`src/rtl/mac_pkg.sv`:
```
package mac_pkg;
   localparam int ST_BUSY = 0;
   localparam int ST_SOVF = 1;
   localparam int ST_ZERO = 2;
   localparam int ST_HOVF = 3;
   localparam int ST_RDY  = 4;
   localparam int ST_SCHG = 5;
   localparam int ST_INT  = 6;
   localparam int ST_W    = 8;

   typedef struct packed {
      logic hovf;
      logic sovf;
      logic zero;
      logic schg;
   } mac_evt_t;
endpackage

```
`src/rtl/mac_mult.sv`:
```
module mac_mult #(
   parameter int OP_W  = 16,
   parameter int TOT_W = 40
) (
   input  logic             clk,
   input  logic             rst_n,
   input  logic             start,
   input  logic             sgn_in,
   input  logic [OP_W-1:0]  a,
   input  logic [OP_W-1:0]  b,
   output logic             busy,
   output logic             prod_vld,
   output logic             sgn_out,
   output logic [TOT_W-1:0] prod
);
   localparam int PW = 2 * OP_W;

   logic             s1_q, s2_q, sgn_q;
   logic [OP_W-1:0]  a_q, b_q;
   logic [PW-1:0]    ax, bx, p_w;
   logic [TOT_W-1:0] prod_q;
   logic             take;

   assign busy = s1_q | s2_q;
   assign take = start & ~busy;

   // widen each operand to the product width; low PW bits are exact either way
   assign ax  = {{OP_W{sgn_q & a_q[OP_W-1]}}, a_q};
   assign bx  = {{OP_W{sgn_q & b_q[OP_W-1]}}, b_q};
   assign p_w = ax * bx;

   always_ff @(posedge clk or negedge rst_n) begin
      if (!rst_n) begin
         s1_q   <= 1'b0;
         s2_q   <= 1'b0;
         sgn_q  <= 1'b0;
         a_q    <= '0;
         b_q    <= '0;
         prod_q <= '0;
      end else begin
         s1_q <= take;
         s2_q <= s1_q;
         if (take) begin
            a_q   <= a;
            b_q   <= b;
            sgn_q <= sgn_in;
         end
         if (s1_q)
            prod_q <= {{(TOT_W-PW){sgn_q & p_w[PW-1]}}, p_w};
      end
   end

   assign prod_vld = s2_q;
   assign sgn_out  = sgn_q;
   assign prod     = prod_q;
endmodule

```
`src/rtl/mac_accum.sv`:
```
module mac_accum
   import mac_pkg::*;
#(
   parameter int ACC_W = 32,
   parameter int EXT_W = 8,
   localparam int TOT_W = ACC_W + EXT_W
) (
   input  logic             clk,
   input  logic             rst_n,
   input  logic             vld,
   input  logic             clr,
   input  logic             sgn,
   input  logic             exp_sign,
   input  logic [TOT_W-1:0] prod,
   output logic [TOT_W-1:0] val,
   output logic             done,
   output mac_evt_t         evt
);
   localparam logic [EXT_W-1:0] EXT_SMAX = {1'b0, {(EXT_W-1){1'b1}}};
   localparam logic [EXT_W-1:0] EXT_SMIN = {1'b1, {(EXT_W-1){1'b0}}};
   localparam logic [EXT_W-1:0] EXT_UMAX = '1;
   localparam logic [EXT_W-1:0] EXT_ZERO = '0;

   logic [TOT_W-1:0] val_q, sum;
   logic [EXT_W-1:0] old_ext, new_ext;
   logic [EXT_W:0]   top_s;

   assign sum     = val_q + prod;
   assign old_ext = val_q[TOT_W-1:ACC_W];
   assign new_ext = sum[TOT_W-1:ACC_W];
   assign top_s   = sum[TOT_W-1:ACC_W-1];
   assign done    = vld & ~clr;

   always_comb begin
      if (sgn) begin
         evt.hovf = ((old_ext == EXT_SMAX) && (new_ext == EXT_SMIN)) ||
                    ((old_ext == EXT_SMIN) && (new_ext == EXT_SMAX));
         evt.sovf = (top_s != '0) && (top_s != '1);
      end else begin
         evt.hovf = (old_ext == EXT_UMAX) && (new_ext == EXT_ZERO);
         evt.sovf = (new_ext != EXT_ZERO);
      end
      evt.zero = (sum == '0);
      evt.schg = sgn & (sum[TOT_W-1] ^ exp_sign);
   end

   always_ff @(posedge clk or negedge rst_n) begin
      if (!rst_n)     val_q <= '0;
      else if (clr)   val_q <= '0;
      else if (vld)   val_q <= sum;
   end

   assign val = val_q;
endmodule

```
`src/rtl/mac_status.sv`:
```
module mac_status
   import mac_pkg::*;
(
   input  logic            clk,
   input  logic            rst_n,
   input  logic            done,
   input  mac_evt_t        evt,
   input  logic            clr,
   input  logic            busy,
   input  logic            mcu_mode,
   input  logic            soft_ie,
   input  logic [ST_W-1:0] w1c,
   output logic [ST_W-1:0] status
);
   logic [ST_W-1:0] flg, set_v, auto_v, base;
   logic            int_nxt, int_q;
   logic            unused_w1c;

   assign unused_w1c = ^{w1c[ST_W-1], w1c[ST_BUSY]};

   always_comb begin
      set_v          = '0;
      set_v[ST_SOVF] = done & evt.sovf;
      set_v[ST_ZERO] = done & evt.zero;
      set_v[ST_HOVF] = done & evt.hovf;
      set_v[ST_RDY]  = done & mcu_mode;
      set_v[ST_SCHG] = done & evt.schg;
      auto_v          = '0;
      auto_v[ST_ZERO] = clr;
      auto_v[ST_HOVF] = clr;
      auto_v[ST_SCHG] = clr;
   end

   assign base = (flg & ~w1c & ~auto_v) | set_v;

   for (genvar i = ST_SOVF; i <= ST_SCHG; i++) begin : g_flag
      logic bit_q;
      always_ff @(posedge clk or negedge rst_n) begin
         if (!rst_n) bit_q <= 1'b0;
         else        bit_q <= base[i];
      end
      assign flg[i] = bit_q;
   end
   assign flg[ST_BUSY] = 1'b0;
   assign flg[ST_INT]  = int_q;
   assign flg[ST_W-1]  = 1'b0;

   assign int_nxt = (int_q & ~w1c[ST_INT]) | base[ST_HOVF] |
                    (base[ST_SOVF] & soft_ie) | (base[ST_RDY] & mcu_mode);

   always_ff @(posedge clk or negedge rst_n) begin
      if (!rst_n) int_q <= 1'b0;
      else        int_q <= int_nxt;
   end

   always_comb begin
      status          = flg;
      status[ST_BUSY] = busy;
   end
endmodule

```
`src/rtl/mac_unit.sv`:
```
module mac_unit
   import mac_pkg::*;
#(
   parameter int OP_W  = 16,
   parameter int ACC_W = 32,
   parameter int EXT_W = 8
) (
   input  logic             clk,
   input  logic             rst_n,
   input  logic [OP_W-1:0]  op_a,
   input  logic [OP_W-1:0]  op_b,
   input  logic             start,
   input  logic             signed_en,
   input  logic             exp_sign,
   input  logic             soft_ie,
   input  logic             mcu_mode,
   input  logic             clr_acc,
   input  logic [7:0]       flag_clr,
   output logic [ACC_W-1:0] acc,
   output logic [EXT_W-1:0] ovf,
   output logic [7:0]       status,
   output logic             irq
);
   localparam int TOT_W = ACC_W + EXT_W;

   if (ACC_W < 2 * OP_W) begin : g_bad_acc
      $error("mac_unit: ACC_W must hold a full product");
   end
   if (EXT_W < 2) begin : g_bad_ext
      $error("mac_unit: EXT_W must be at least 2");
   end

   logic             busy, prod_vld, sgn, done;
   logic [TOT_W-1:0] prod, val;
   mac_evt_t         evt;

   mac_mult #(.OP_W(OP_W), .TOT_W(TOT_W)) u_mult (
      .clk(clk), .rst_n(rst_n), .start(start), .sgn_in(signed_en),
      .a(op_a), .b(op_b), .busy(busy), .prod_vld(prod_vld),
      .sgn_out(sgn), .prod(prod)
   );

   mac_accum #(.ACC_W(ACC_W), .EXT_W(EXT_W)) u_accum (
      .clk(clk), .rst_n(rst_n), .vld(prod_vld), .clr(clr_acc), .sgn(sgn),
      .exp_sign(exp_sign), .prod(prod), .val(val), .done(done), .evt(evt)
   );

   mac_status u_status (
      .clk(clk), .rst_n(rst_n), .done(done), .evt(evt), .clr(clr_acc),
      .busy(busy), .mcu_mode(mcu_mode), .soft_ie(soft_ie),
      .w1c(flag_clr), .status(status)
   );

   assign acc = val[ACC_W-1:0];
   assign ovf = val[TOT_W-1:ACC_W];
   assign irq = status[ST_INT];
endmodule

```
`config.mk`:
```
export PLATFORM = sky130hd
export DESIGN_NAME = mac_unit
export DESIGN_NICKNAME = d
export VERILOG_FILES = /design/src/rtl/mac_pkg.sv /design/src/rtl/mac_mult.sv /design/src/rtl/mac_accum.sv /design/src/rtl/mac_status.sv /design/src/rtl/mac_unit.sv
export SDC_FILE = /design/constraint.sdc
export NUM_CORES = 1
export LEC_CHECK = 0
export ABC_AREA = 1
export BUFFER_PORTS_ARGS = -buffer_cell sky130_fd_sc_hd__buf_2
export CAP_MARGIN = 20
export CORE_MARGIN = 2
export CORE_UTILIZATION = 59
export CTS_BUF_LIST = sky130_fd_sc_hd__clkbuf_2 sky130_fd_sc_hd__clkbuf_4 sky130_fd_sc_hd__clkbuf_8
export DETAILED_ROUTE_END_ITERATION = 10
export PLACE_DENSITY = 0.82
export SETUP_SLACK_MARGIN = 0.2
export SLEW_MARGIN = 20
export SYNTH_ARGS = -nofsm -noshare
export SYNTH_HDL_FRONTEND = slang
export SYNTH_HIERARCHICAL = 1
export SYNTH_SLANG_ARGS = --single-unit
export TNS_END_PERCENT = 1
```
`constraint.sdc`:
```
create_clock -name clk -period 5.1 [get_ports clk]
set_input_delay 1.02 -clock clk [delete_from_list [all_inputs] [get_ports clk]]
set_output_delay 1.02 -clock clk [all_outputs]
set_load 0.02 [all_outputs]
```
==> metrics.txt <==
status complete, but fails checks; violated checks negative setup slack; clk_skew 0.0180 ns; dominant cell type by area after synthesis fa_1; Detailed Routing Iterations Pass 1 8; fmax 183 MHz; vias per cell 5.37; Post-Layout Inst Area 0.0224 mm²; worst setup margin -0.377 ns; vias in the first global route 18400; critical path arrival 5.84 ns; worst skew pair latency 0.49 ns; CTS tree done; r2r worst-path depth 23; Netlist Area Pre-Place 0.0190 mm²; Max FO, Critical Path 6; Post-Place Cell Area 0.0211 mm²; Top FF cell, synth dfrtp_1; area grow syn2layout 17.8%; EDFF count, synth 0; Root Driver clkbuf_8; Detailed Place HPWL 43000 µm; Die Area 0.0337 mm²; synth warn 6; slew of the pin with the lowest slew margin 0.990 ns; share of the synthesized area in the top cell type 29.8%; final WL 53200 µm; CP Data Required Time 5.47 ns; Slew headroom 33.6%; post-route ant nets 0; DRC violation total after the first TritonRoute iteration 1256; clk sink count 114; global-route wire length before repair 87700 µm; Die Ht 184 µm; reg2reg setup slack -0.38 ns; kind of critical path reg2reg; gr usage total 32.9%; Starting Density 60.2%; unrepaired setup endpoints after global routing yes; die width 184 µm; CTS buffer count 17; Finished Layout Cells 3257; max-slew violation count 0; Max-cap violations 0; endpoints failing setup 21; Worst setup SP type register; Yosys cell types 41; Hold Path Depth 2; I/O pin cnt 97; largest net degree at the start of global routing 49; CORE AREA 0.0316 mm²; final hold vios 0; Vias 17500; Yosys reg bits 114; async set-or-reset flop fraction in the synthesized netlist 100%; Std-Cell Rows 65; worst r2r dst u_mult/prod[15]; Mapped Cells 2646; Wirelength per Cell 16.3 µm; worst flop-to-flop path startpoint u_mult/b_q[2]; sequential area share after synthesis 15.0%; Post-Syn Area per Cell 7.19 µm²; CP endpoint kind register; worst path cell trace nand2_1 -> inv_1 -> fa_1 -> inv_1 -> fa_1 -> inv_1 -> fa_1 -> inv_2 -> fa_1 -> inv_1 -> fa_1 -> inv_1 -> fa_1 -> inv_1 -> ha_4 -> nand2_4 -> nand2_4 -> a21oi_4 -> nand3_4 -> buf_4 -> or2_2 -> nand3_1 -> nand2_1; Clock Pin Slew Worst Setup and Hold Paths 0.07 ns; share of cells above drive strength 1 18.8%; Worst setup endpoint u_mult/prod[15]; Max clock buf depth 2; CP max stage cell fa_1; synth top area cells fa_1, nand2_1, dfrtp_1; Worst Setup SP u_mult/b_q[2]; Critical Path Max Stage Delay 0.53 ns; PortBufs 93; post-route DRC violation count 0; routability-driven placement congestion ratio 0.941; H-tree level count 4; GRT overflow 0; Cells after DPL 3198; minimum clock period 5.48 ns; hold buffer count at cts 0; antenna violations before repair 0; final net count 3294; Tcrit/Tclk final 107%; HP Class reg2reg; Mapped Nets 3098
==> sequential cells by signal, summed over array words and instances (netlist names) <==
register / cells
u_status/g_flag.bit_q: 5
u_mult/prod: 33
u_mult/s1_q: 1
u_accum/val: 40
u_status/int_q: 1
u_mult/a_q: 16
u_mult/sgn_out: 1
u_mult/b_q: 16
u_mult/prod_vld: 1
==> worst min-delay path by stage <==
| stage | start | end | slack (ns) |
|---|---|---|---|
| after floorplan | u_mult/s1_q | u_mult/prod_vld | 0.35 |
| after global placement | u_status/g_flag[1].bit_q | u_status/g_flag[1].bit_q | 0.48 |
| after detailed placement | u_mult/prod[0] | u_mult/prod[0] | 0.49 |
| after CTS | rst_n | u_accum/val[14] | 0.50 |
| after global routing | u_mult/prod[0] | u_mult/prod[0] | 0.52 |
| final | u_mult/prod[0] | u_mult/prod[0] | 0.50 |
==> per-stage QoR <==
| step | utilization [%] | hold slack (ns) | setup TNS (ns) | worst slack (ns) |
|---|---|---|---|---|
| 2_1_floorplan | - | 0.349 | -0.573 | -0.0592 |
| 3_3_place_gp | 66.6 | 0.477 | -6.29 | -0.389 |
| 3_5_place_dp | 66.6 | 0.487 | -8.19 | -0.502 |
| 4_1_cts | 69.8 | 0.497 | -4.26 | -0.280 |
| 5_1_grt | 70.9 | 0.517 | -8.95 | -0.509 |
| 6_report | 70.9 | 0.501 | -5.11 | -0.377 |
==> cells by family after synthesis <==
kind of cell | share of synthesized area (%)
AND/OR/NAND/NOR | 24.9
buffers and inverters | 15.3
adder cells (fa/ha/maj) | 37.7
AO/OA/AOI/OAI | 5.49
flip-flops | 15.0
XOR/XNOR | 1.56
other | 0.0197
==> routing by layer <==
| layer | GRT usage [%] | vias up | share of wire [%] |
|---|---|---|---|
| met5 | 0 | - | 0 |
| met4 | 14.4 | 0 | 4.0 |
| met3 | 4.81 | 167 | 6.5 |
| met2 | 58.2 | 704 | 50 |
| met1 | 40.0 | 8482 | 40 |
| li1 | - | 8140 | - |
==> cells in the final DEF, fill, tap and decap left out, types with 15 or more instances in the layout <==
| master | instances |
|---|---|
| a21oi_1 | 49 |
| buf_2 | 92 |
| nor2_2 | 19 |
| inv_2 | 16 |
| nand3_1 | 77 |
| fa_1 | 275 |
| buf_4 | 163 |
| buf_12 | 15 |
| inv_1 | 629 |
| o22ai_1 | 24 |
| ha_4 | 20 |
| clkbuf_8 | 21 |
| nand2_2 | 63 |
| nand4_1 | 20 |
| dfrtp_2 | 19 |
| nand2_1 | 775 |
| a21oi_2 | 19 |
| xnor2_1 | 21 |
| nor2_1 | 121 |
| o21ai_0 | 54 |
| dfrtp_1 | 95 |
| ha_1 | 101 |
==> Yosys cell counts (14+ instances only) <==
master	instances
nor2_1	139
o22ai_1	24
o21ai_0	59
inv_1	645
o21bai_1	14
fa_1	283
nand3_1	82
xnor2_1	23
nand2_1	819
nand2_2	32
dfrtp_1	114
clkbuf_1	73
ha_1	121
buf_4	18
nand4_1	20
a21oi_1	64
==> worst max-delay path, delay by kind of cell (launching register included) <==
kind,cells,cell delay (ns)
adders and majority gates,7,3.31
and+or+nand+nor,7,0.78
buffers and inverters,8,0.55
DFF,1,0.49
AOI/OAI and AO/OA,1,0.21
==> final cells by class <==
cell class,instances,area (µm²)
multi-input cells,1776,14000
fillers,2398,9200
flip-flops and latches,114,2880
inverters,652,2470
repair buffers,281,2110
well taps,402,503
clock buffers,22,297
clock inverters,9,176
diodes,1,2.50
==> what timing repair did <==
item,4_1_cts,5_1_grt
gates cloned,0,0
setup endpoints to repair,23,24
gates resized for setup,100,74
pin swaps,42,51
setup buffers,13,14
Power is left out: the tool's default activity adds up to more than one toggle a clock period on the data nets, which glitch-free logic cannot reach.
